[src/rtl/xreg_guard_pkg.sv]
package xreg_guard_pkg;
  localparam int NUM_FLD = 4;
  localparam int BUS_MSB = 7;
  localparam int BUS_LSB = 4;
  localparam int GUARD_BIT = 4;

  function automatic int fld_w(input int idx);
    case (idx)
      0: return 4;
      1: return 2;
      2: return 2;
      default: return 3;
    endcase
  endfunction

  function automatic int fld_lsb(input int idx);
    case (idx)
      3: return 5;
      default: return 4;
    endcase
  endfunction

  function automatic int fld_off(input int idx);
    int acc;
    acc = 0;
    for (int k = 0; k < idx; k++) acc += fld_w(k);
    return acc;
  endfunction

  localparam int TOTAL_W = fld_off(NUM_FLD);
endpackage

[src/rtl/xreg_rst_sync.sv]
module xreg_rst_sync #(
  parameter int STAGES = 2
) (
  input  logic clk,
  input  logic rst_n,
  output logic rst_n_sync
);
  logic [STAGES-1:0] sync_q;
  logic [STAGES-1:0] sync_d;

  always_comb sync_d = {sync_q[STAGES-2:0], 1'b1};

  always_ff @(posedge clk or negedge rst_n) begin
    if (!rst_n) sync_q <= '0;
    else        sync_q <= sync_d;
  end

  assign rst_n_sync = sync_q[STAGES-1];
endmodule

[src/rtl/xreg_guard_ctl.sv]
module xreg_guard_ctl (
  input  logic clk,
  input  logic rst_n,
  input  logic xen_wr,
  input  logic xen_din,
  output logic en_o,
  output logic save_o,
  output logic restore_o
);
  logic en_q, en_d, en_ce;

  always_comb begin
    en_ce     = xen_wr;
    en_d      = xen_din;
    save_o    = xen_wr & ~xen_din & en_q;
    restore_o = xen_wr &  xen_din & ~en_q;
  end

  always_ff @(posedge clk or negedge rst_n) begin
    if (!rst_n)     en_q <= 1'b0;
    else if (en_ce) en_q <= en_d;
  end

  assign en_o = en_q;

  // guard follows the written bit
  a_r2_guard_load: assert property (@(posedge clk) disable iff (!rst_n)
    xen_wr |=> en_q == $past(xen_din));
  // guard holds without a write
  a_r2_guard_hold: assert property (@(posedge clk) disable iff (!rst_n)
    !xen_wr |=> $stable(en_q));
endmodule

[src/rtl/xreg_field_slice.sv]
module xreg_field_slice #(
  parameter int W = 4
) (
  input  logic         clk,
  input  logic         rst_n,
  input  logic         en_i,
  input  logic         save_i,
  input  logic         restore_i,
  input  logic         wr_i,
  input  logic [W-1:0] wdata_i,
  output logic [W-1:0] live_o
);
  logic [W-1:0] live_q, live_d, shadow_q, shadow_d, merged;
  logic         live_ce, shadow_ce, wr_ok;

  always_comb begin
    wr_ok     = wr_i & en_i;
    merged    = wr_ok ? wdata_i : live_q;
    live_ce   = save_i | restore_i | wr_ok;
    shadow_ce = save_i;
    shadow_d  = merged;
    if (save_i)         live_d = '0;
    else if (restore_i) live_d = shadow_q;
    else                live_d = merged;
  end

  always_ff @(posedge clk or negedge rst_n) begin
    if (!rst_n) begin
      live_q   <= '0;
      shadow_q <= '0;
    end else begin
      if (live_ce)   live_q   <= live_d;
      if (shadow_ce) shadow_q <= shadow_d;
    end
  end

  assign live_o = live_q;

  // locked fields read zero
  a_r4_locked_zero: assert property (@(posedge clk) disable iff (!rst_n)
    !en_i |-> live_q == '0);
  // shadow only moves on a save
  a_r4_shadow_hold: assert property (@(posedge clk) disable iff (!rst_n)
    !save_i |=> $stable(shadow_q));
  // save keeps the live value
  a_r5_save_copy: assert property (@(posedge clk) disable iff (!rst_n)
    (save_i && !wr_i) |=> (shadow_q == $past(live_q)) && (live_q == '0));
  // same-cycle write is the value saved
  a_r8_save_write: assert property (@(posedge clk) disable iff (!rst_n)
    (save_i && wr_i) |=> shadow_q == $past(wdata_i));
  // restore brings back the shadow
  a_r6_restore: assert property (@(posedge clk) disable iff (!rst_n)
    restore_i |=> live_q == $past(shadow_q));
endmodule

[src/rtl/xreg_guard.sv]
module xreg_guard
  import xreg_guard_pkg::*;
(
  input  logic                   clk,
  input  logic                   rst_n,
  input  logic                   xen_wr,
  input  logic [NUM_FLD-1:0]     fld_wr,
  input  logic [BUS_MSB:BUS_LSB] wr_data,
  output logic                   xen_o,
  output logic [3:0]             ier_o,
  output logic [1:0]             isr_o,
  output logic [1:0]             fcr_o,
  output logic [2:0]             mcr_o
);
  logic               rst_s_n;
  logic               en, save, restore;
  logic [TOTAL_W-1:0] live_all;

  xreg_rst_sync #(.STAGES(2)) u_rst (
    .clk(clk), .rst_n(rst_n), .rst_n_sync(rst_s_n)
  );

  xreg_guard_ctl u_ctl (
    .clk(clk), .rst_n(rst_s_n), .xen_wr(xen_wr), .xen_din(wr_data[GUARD_BIT]),
    .en_o(en), .save_o(save), .restore_o(restore)
  );

  for (genvar g = 0; g < NUM_FLD; g++) begin : g_fld
    localparam int FW  = fld_w(g);
    localparam int FL  = fld_lsb(g);
    localparam int FO  = fld_off(g);
    xreg_field_slice #(.W(FW)) u_slice (
      .clk(clk), .rst_n(rst_s_n), .en_i(en), .save_i(save),
      .restore_i(restore), .wr_i(fld_wr[g]), .wdata_i(wr_data[FL+:FW]),
      .live_o(live_all[FO+:FW])
    );
  end

  assign xen_o = en;
  assign ier_o = live_all[fld_off(0)+:4];
  assign isr_o = live_all[fld_off(1)+:2];
  assign fcr_o = live_all[fld_off(2)+:2];
  assign mcr_o = live_all[fld_off(3)+:3];

  // accepted write lands on the output
  a_r3_ier_load: assert property (@(posedge clk) disable iff (!rst_s_n)
    (fld_wr[0] && xen_o && !xen_wr) |=> ier_o == $past(wr_data[7:4]));
  // no strobe, no change while enabled
  a_r3_mcr_hold: assert property (@(posedge clk) disable iff (!rst_s_n)
    (!fld_wr[3] && !xen_wr) |=> $stable(mcr_o));
endmodule

[config.mk]
export PLATFORM = sky130hd
export DESIGN_NAME = xreg_guard
export DESIGN_NICKNAME = d
export VERILOG_FILES = /design/src/rtl/xreg_guard_pkg.sv /design/src/rtl/xreg_rst_sync.sv /design/src/rtl/xreg_guard_ctl.sv /design/src/rtl/xreg_field_slice.sv /design/src/rtl/xreg_guard.sv
export SDC_FILE = /design/constraint.sdc
export NUM_CORES = 1
export LEC_CHECK = 0
export BUFFER_PORTS_ARGS = -buffer_cell sky130_fd_sc_hd__buf_4
export CAP_MARGIN = 5
export CORE_MARGIN = 2
export CORE_UTILIZATION = 53
export CTS_CLUSTER_DIAMETER = 60
export DETAILED_ROUTE_END_ITERATION = 6
export PLACE_DENSITY = 0.85
export SYNTH_ARGS = -nofsm -noshare
export SYNTH_HDL_FRONTEND = slang
export SYNTH_SLANG_ARGS = --single-unit
[constraint.sdc]
create_clock -name clk -period 1 [get_ports clk]
set_input_delay 0.05 -clock clk [delete_from_list [all_inputs] [get_ports clk]]
set_output_delay 0.05 -clock clk [all_outputs]
set_load 0.005 [all_outputs]
## Word-level counts from Yosys, hierarchy flattened

Cells that the tools add are included.

| storage, ports and cells | value |
|---|---|
| input port bits | 11 |
| logic and storage cells | 37 |
| register bits | 25 |

| cells by class | value |
|---|---|
| muxes and demuxes | 12 |
| bitwise logic cells | 15 |

Operator list:

| kind | number |
|---|---|
| two-way mux 2 bit | 6 |
| two-way mux 4 bit | 3 |
| two-way mux 3 bit | 3 |
| AND 1 bit | 8 |
| OR 1 bit | 5 |
| NOT 1 bit | 2 |

## Depth between registers and ports, before layout

| depth | value |
|---|---|
| depth in word-level cells | 5 |
| gate-level depth with buffers | 5 |

## Hierarchy

A second synthesis with hierarchy kept.

| unflattened totals | value |
|---|---|
| cells, all modules | 103 |
| area total of the unflattened synthesis | 1,137.3 µm² |

By module, submodules not included:

| module | sequential area each (µm²) | cells each | area an instance (µm²) | times used |
|---|---|---|---|---|
| xreg_field_slice (g_fld[0].u_slice) | 200.2 | 36 | 377.9 | 1 |
| xreg_field_slice (g_fld[1].u_slice ...) | 100.1 | 17 | 183.9 | 2 |
| xreg_field_slice (g_fld[3].u_slice) | 150.1 | 26 | 277.8 | 1 |
| xreg_guard_ctl | 25.0 | 4 | 60.1 | 1 |
| xreg_rst_sync | 50.0 | 3 | 53.8 | 1 |

## Worst setup path after synthesis

Ideal clock, no wire load.

| path | value |
|---|---|
| kind | register -> register |
| from | register u_ctl.en_q, in the netlist u_ctl.en_o |
| to | register g_fld[0].u_slice.live_q[1] |
| period minus slack after synthesis | 1,097 ps |
| stages on the path, launching flop included | 4 |
| slack | -97 ps |
| path buffers | 1 |
| setup time | 94 ps |
| arrival time | 1,003 ps |
| path through | dfrtp_1 -> nand3b_2 -> buf_6 -> a211oi_1 |

| between the ends | value |
|---|---|
| cells in the longest elaborated chain, start to end | 4 |
| elaborated cells on any way between the ends | 9 |
| classes of those cells | 3 x mux; 6 x bitwise |

RTL lines:

| element | line | RTL |
|---|---|---|
| start: declaration | xreg_guard_ctl.sv:10 | `logic en_q, en_d, en_ce;` |
| start signal: assignment | xreg_guard_ctl.sv:21 | `else if (en_ce) en_q <= en_d;` |
| AND 1 bit or NOT 1 bit (tied branches) | xreg_field_slice.sv:17, xreg_guard_ctl.sv:16 |  |
| two-way mux 4 bit or AND 1 bit (tied branches) | xreg_field_slice.sv:18, xreg_guard_ctl.sv:16 |  |
| two-way mux 4 bit or OR 1 bit (tied branches) | xreg_field_slice.sv:23, xreg_field_slice.sv:19 |  |
| two-way mux 4 bit or OR 1 bit (tied branches) | xreg_field_slice.sv:22, xreg_field_slice.sv:19 |  |
| end signal: assignment | xreg_field_slice.sv:32 | `if (live_ce) live_q <= live_d;` |
| end: declaration | xreg_field_slice.sv:13 | `logic [W-1:0] live_q, live_d, shadow_q, shadow_d, merged;` |

Parallel ways exist; a longest one is shown, timed or not.
A chain may end at the register's enable or synchronous reset.

## Final worst setup path

| path | value |
|---|---|
| from | register u_ctl.en_q, in the netlist u_ctl.en_o |
| to | register g_fld[0].u_slice.live_q[3] |

Same word-level chain as after synthesis.

==> results by group <==
Cells and area
  – Fillers: 136
  – Register area: 626 sq um
  – Multi-input gate area: 684 sq um
  – Synthesis-to-layout area growth: 42.4%
  – Layout cells sized above 1: 0.430
  – Non-Filler Instances: 179
  – Fin util: 0.776
  – Nets@finish: 163
  – Antenna fix cells: 0

Drt
  – First DRT Iteration DRCs: 19
  – Via density: 5.88
  – Total Routed Length: 3110 um
  – # DRC: 0
  – WL per Instance: 17.4 um
  – Antenna-violating nets left: 0
  – Via count: 1052
  – DR pass1 iterations: 4

Clock tree
  – Clock sinks: 25
  – Total CTS buffers: 3
  – Clk root buf: clkbuf_4
  – CTS H-tree depth: 1
  – Clock buffer depth: 2
  – CTS tree: done
  – Clock transition at the registers of the reported paths: 0.14 ns
  – Clk_lat worst skew: 0.33 ns

Synthesis
  – Yosys Warn Count: 0
  – Synth top area cells: dfrtp_1, mux2i_1, nand2_1, o21ai_0, a211oi_1
  – FF+latch count, synth: 25
  – Unique masters post-synth: 22
  – Synth Area per Inst: 10.1 sq um
  – Post-synthesis instance area: 1170 sq um
  – Cell taking the most area after synthesis: dfrtp_1
  – Register area share after synthesis: 0.534
  – Cells after Synth: 116
  – Top cell type's share of synthesized area: 0.534
  – Syn nets: 127

Flow run
  – Max-cap check violation count: 0

Worst setup path
  – Slowest stage delay, CP: 0.43 ns
  – Critical Path End Type: flop
  – Crit Path Class: reg -> reg
  – Arrival @ worst endpoint: 1.43 ns
  – Startpoint types: flop
  – Cell chain of the critical path: buf_6 -> nand2_8 -> mux2i_4 -> a211oi_1
  – Critical-path maximum fanout: 5
  – Req. time, crit path: 1.25 ns
  – Critical path's slowest cell: dfrtp_1

Place
  – Final HPWL DP: 1690 um
  – Port Buf Inserts: 22
  – GPL Wtd Cong: 0.831
  – Placed Instances: 164
  – Setup slack at placement: -0.175 ns

Timing
  – Final worst slack: -0.183 ns
  – Unrepaired setup endpoints after global routing: yes
  – Post-layout minimum cycle time: 1.18 ns
  – Fmax: 845 MHz
  – Final hold violations: 0
  – Slew Limit Fails: 0
  – Clock skew: 0.00745 ns
  – Setup tns final: -3.02 ns
  – Tcrit/Tclk final: 1.18
  – Final setup vio count: 23

Die
  – Die width: 51.0 um
  – Row cnt: 17
  – IO Pins: 23
  – Core Region: 2150 sq um
  – Die area: 2600 sq um
  – Die span in y: 51.0 um
  – Initial Utilization: 0.545

Status
  – Failing checks: negative setup slack
  – Status: finished with violations

Hold path
  – Min-delay worst type: in -> async

Global routing
  – Global-route wire length before repair: 4660 um
  – GRT overflow: 0
  – Vias in the first global route: 945
  – Antenna violations before repair: 0
  – GRT Util Overall: 0.244
  – Pin count of the biggest net entering global routing: 24

Power and ir drop
  – Lkg Pwr: 0.000808 uW
  – Power per cell area: 1690 nW/um^2
  – Max rail drop VDD: 0.00132 V
==> metal layers <==
metal,up-vias,share of wire,track usage
met2,41,0.52,0.394
met4,0,0.028,0.0676
met3,10,0.057,0.0439
met5,-,0,0
li1,485,-,-
met1,516,0.40,0.339
==> stage by stage <==
stage               total power [uW]  hold slack, ns  instance area [sq um]
global placement                2030          -0.167                   1380
CTS                             2620          0.0220                   1550
global route                    2970          0.0150                   1670
floorplan                       1760          -0.246                   1210
finish                          2820          0.0160                   1670
detailed placement              2070          -0.167                   1380
==> power breakdown <==
group	internal [uW]	leakage, uW	switching, uW	total, uW
Combinational	509	0.000483	425	934
Sequential	1240	0.000310	181	1420
Clock	157	0.0000150	306	463
Total	1900	0.000808	912	2820
==> worst max-delay path: cells and delay by family (launching register included) <==
kind                   cells  cell delay [ns]
buffers and inverters      1             0.18
and+or+nand+nor            1             0.09
muxes                      1             0.20
AOI/OAI and AO/OA          1             0.22
DFF                        1             0.43
==> cell families after synthesis <==
family                 count (synthesis)  synth area share
AOI/OAI and AO/OA                     29             0.155
buffers and inverters                 11            0.0652
DFF                                   25             0.534
muxes                                 10            0.0865
other                                  1           0.00320
and+or+nand+nor                       40             0.156
==> final timing paths <==
check | start | end | slack, ns | depth (start not counted)
hold / removal | rst_n | u_rst.sync_q[1]$_DFF_PN0_ | 0.02 | 2
setup reg to reg | u_ctl.en_o$_DFFE_PN0P_ | g_fld[0].u_slice.live_o[3]$_DFFE_PN0P_ | -0.18 | 4
setup / recovery | u_ctl.en_o$_DFFE_PN0P_ | g_fld[0].u_slice.live_o[3]$_DFFE_PN0P_ | -0.18 | 4
hold reg to reg | u_rst.sync_q[1]$_DFF_PN0_ | g_fld[0].u_slice.shadow_q[1]$_DFFE_PN0P_ | 0.21 | 1
max in group asynchronous | u_rst.sync_q[1]$_DFF_PN0_ | g_fld[1].u_slice.live_o[0]$_DFFE_PN0P_ | 0.55 | 1
min in group clk | fld_wr[2] | g_fld[2].u_slice.shadow_q[0]$_DFFE_PN0P_ | 0.02 | 4
==> registers in the layout, indices dropped and copies added, names as in the netlist <==
| name | count |
|---|---|
| g_fld.u_slice.live_o | 11 |
| u_rst.sync_q | 2 |
| u_ctl.en_o | 1 |
| g_fld.u_slice.shadow_q | 11 |
==> repair_timing <==
item,CTS,global route
pin swaps,4,2
gates resized for setup,29,16
hold buffers,1,0
cloned,4,0
setup buffers,2,5
endpoints found under the setup margin,24,26
hold endpoints to repair,2,0
==> synthesized netlist by cell type (all sizes together) <==
cell type   n
nand2      20
o21ai      14
nor2       13
a21oi       1
a221oi      3
conb        1
o22ai       3
and3b       1
nand3       3
dfrtp      25
a211oi      7
nand3b      2
mux2i       9
a41oi       1
inv         5
mux2        1
nand2b      1
buf         6
==> placed cells by master, fill, tap and decap left out, types with 2 or more instances in the layout <==
master,instances
buf_4,29
dfrtp_1,25
nand2_1,16
nor2_1,13
o21ai_1,9
mux2i_4,5
nand3b_4,4
inv_1,4
a211oi_1,4
buf_6,4
nand3_2,3
a211oi_2,3
o22ai_1,3
o21ai_2,3
mux2i_1,3
clkbuf_4,3
and3b_2,2
a221oi_2,2
nand2_2,2
o21ai_0,2
==> cell type report <==
type / instances / share of cell area
Multi-Input combinational cell: 83 / 0.410
Timing Repair Buffer: 34 / 0.164
Clock buffer: 4 / 0.0158
Inverter: 5 / 0.0143
Sequential cell: 25 / 0.375
Tap cell: 28 / 0.0210
Power figures use the tool's default switching activity.
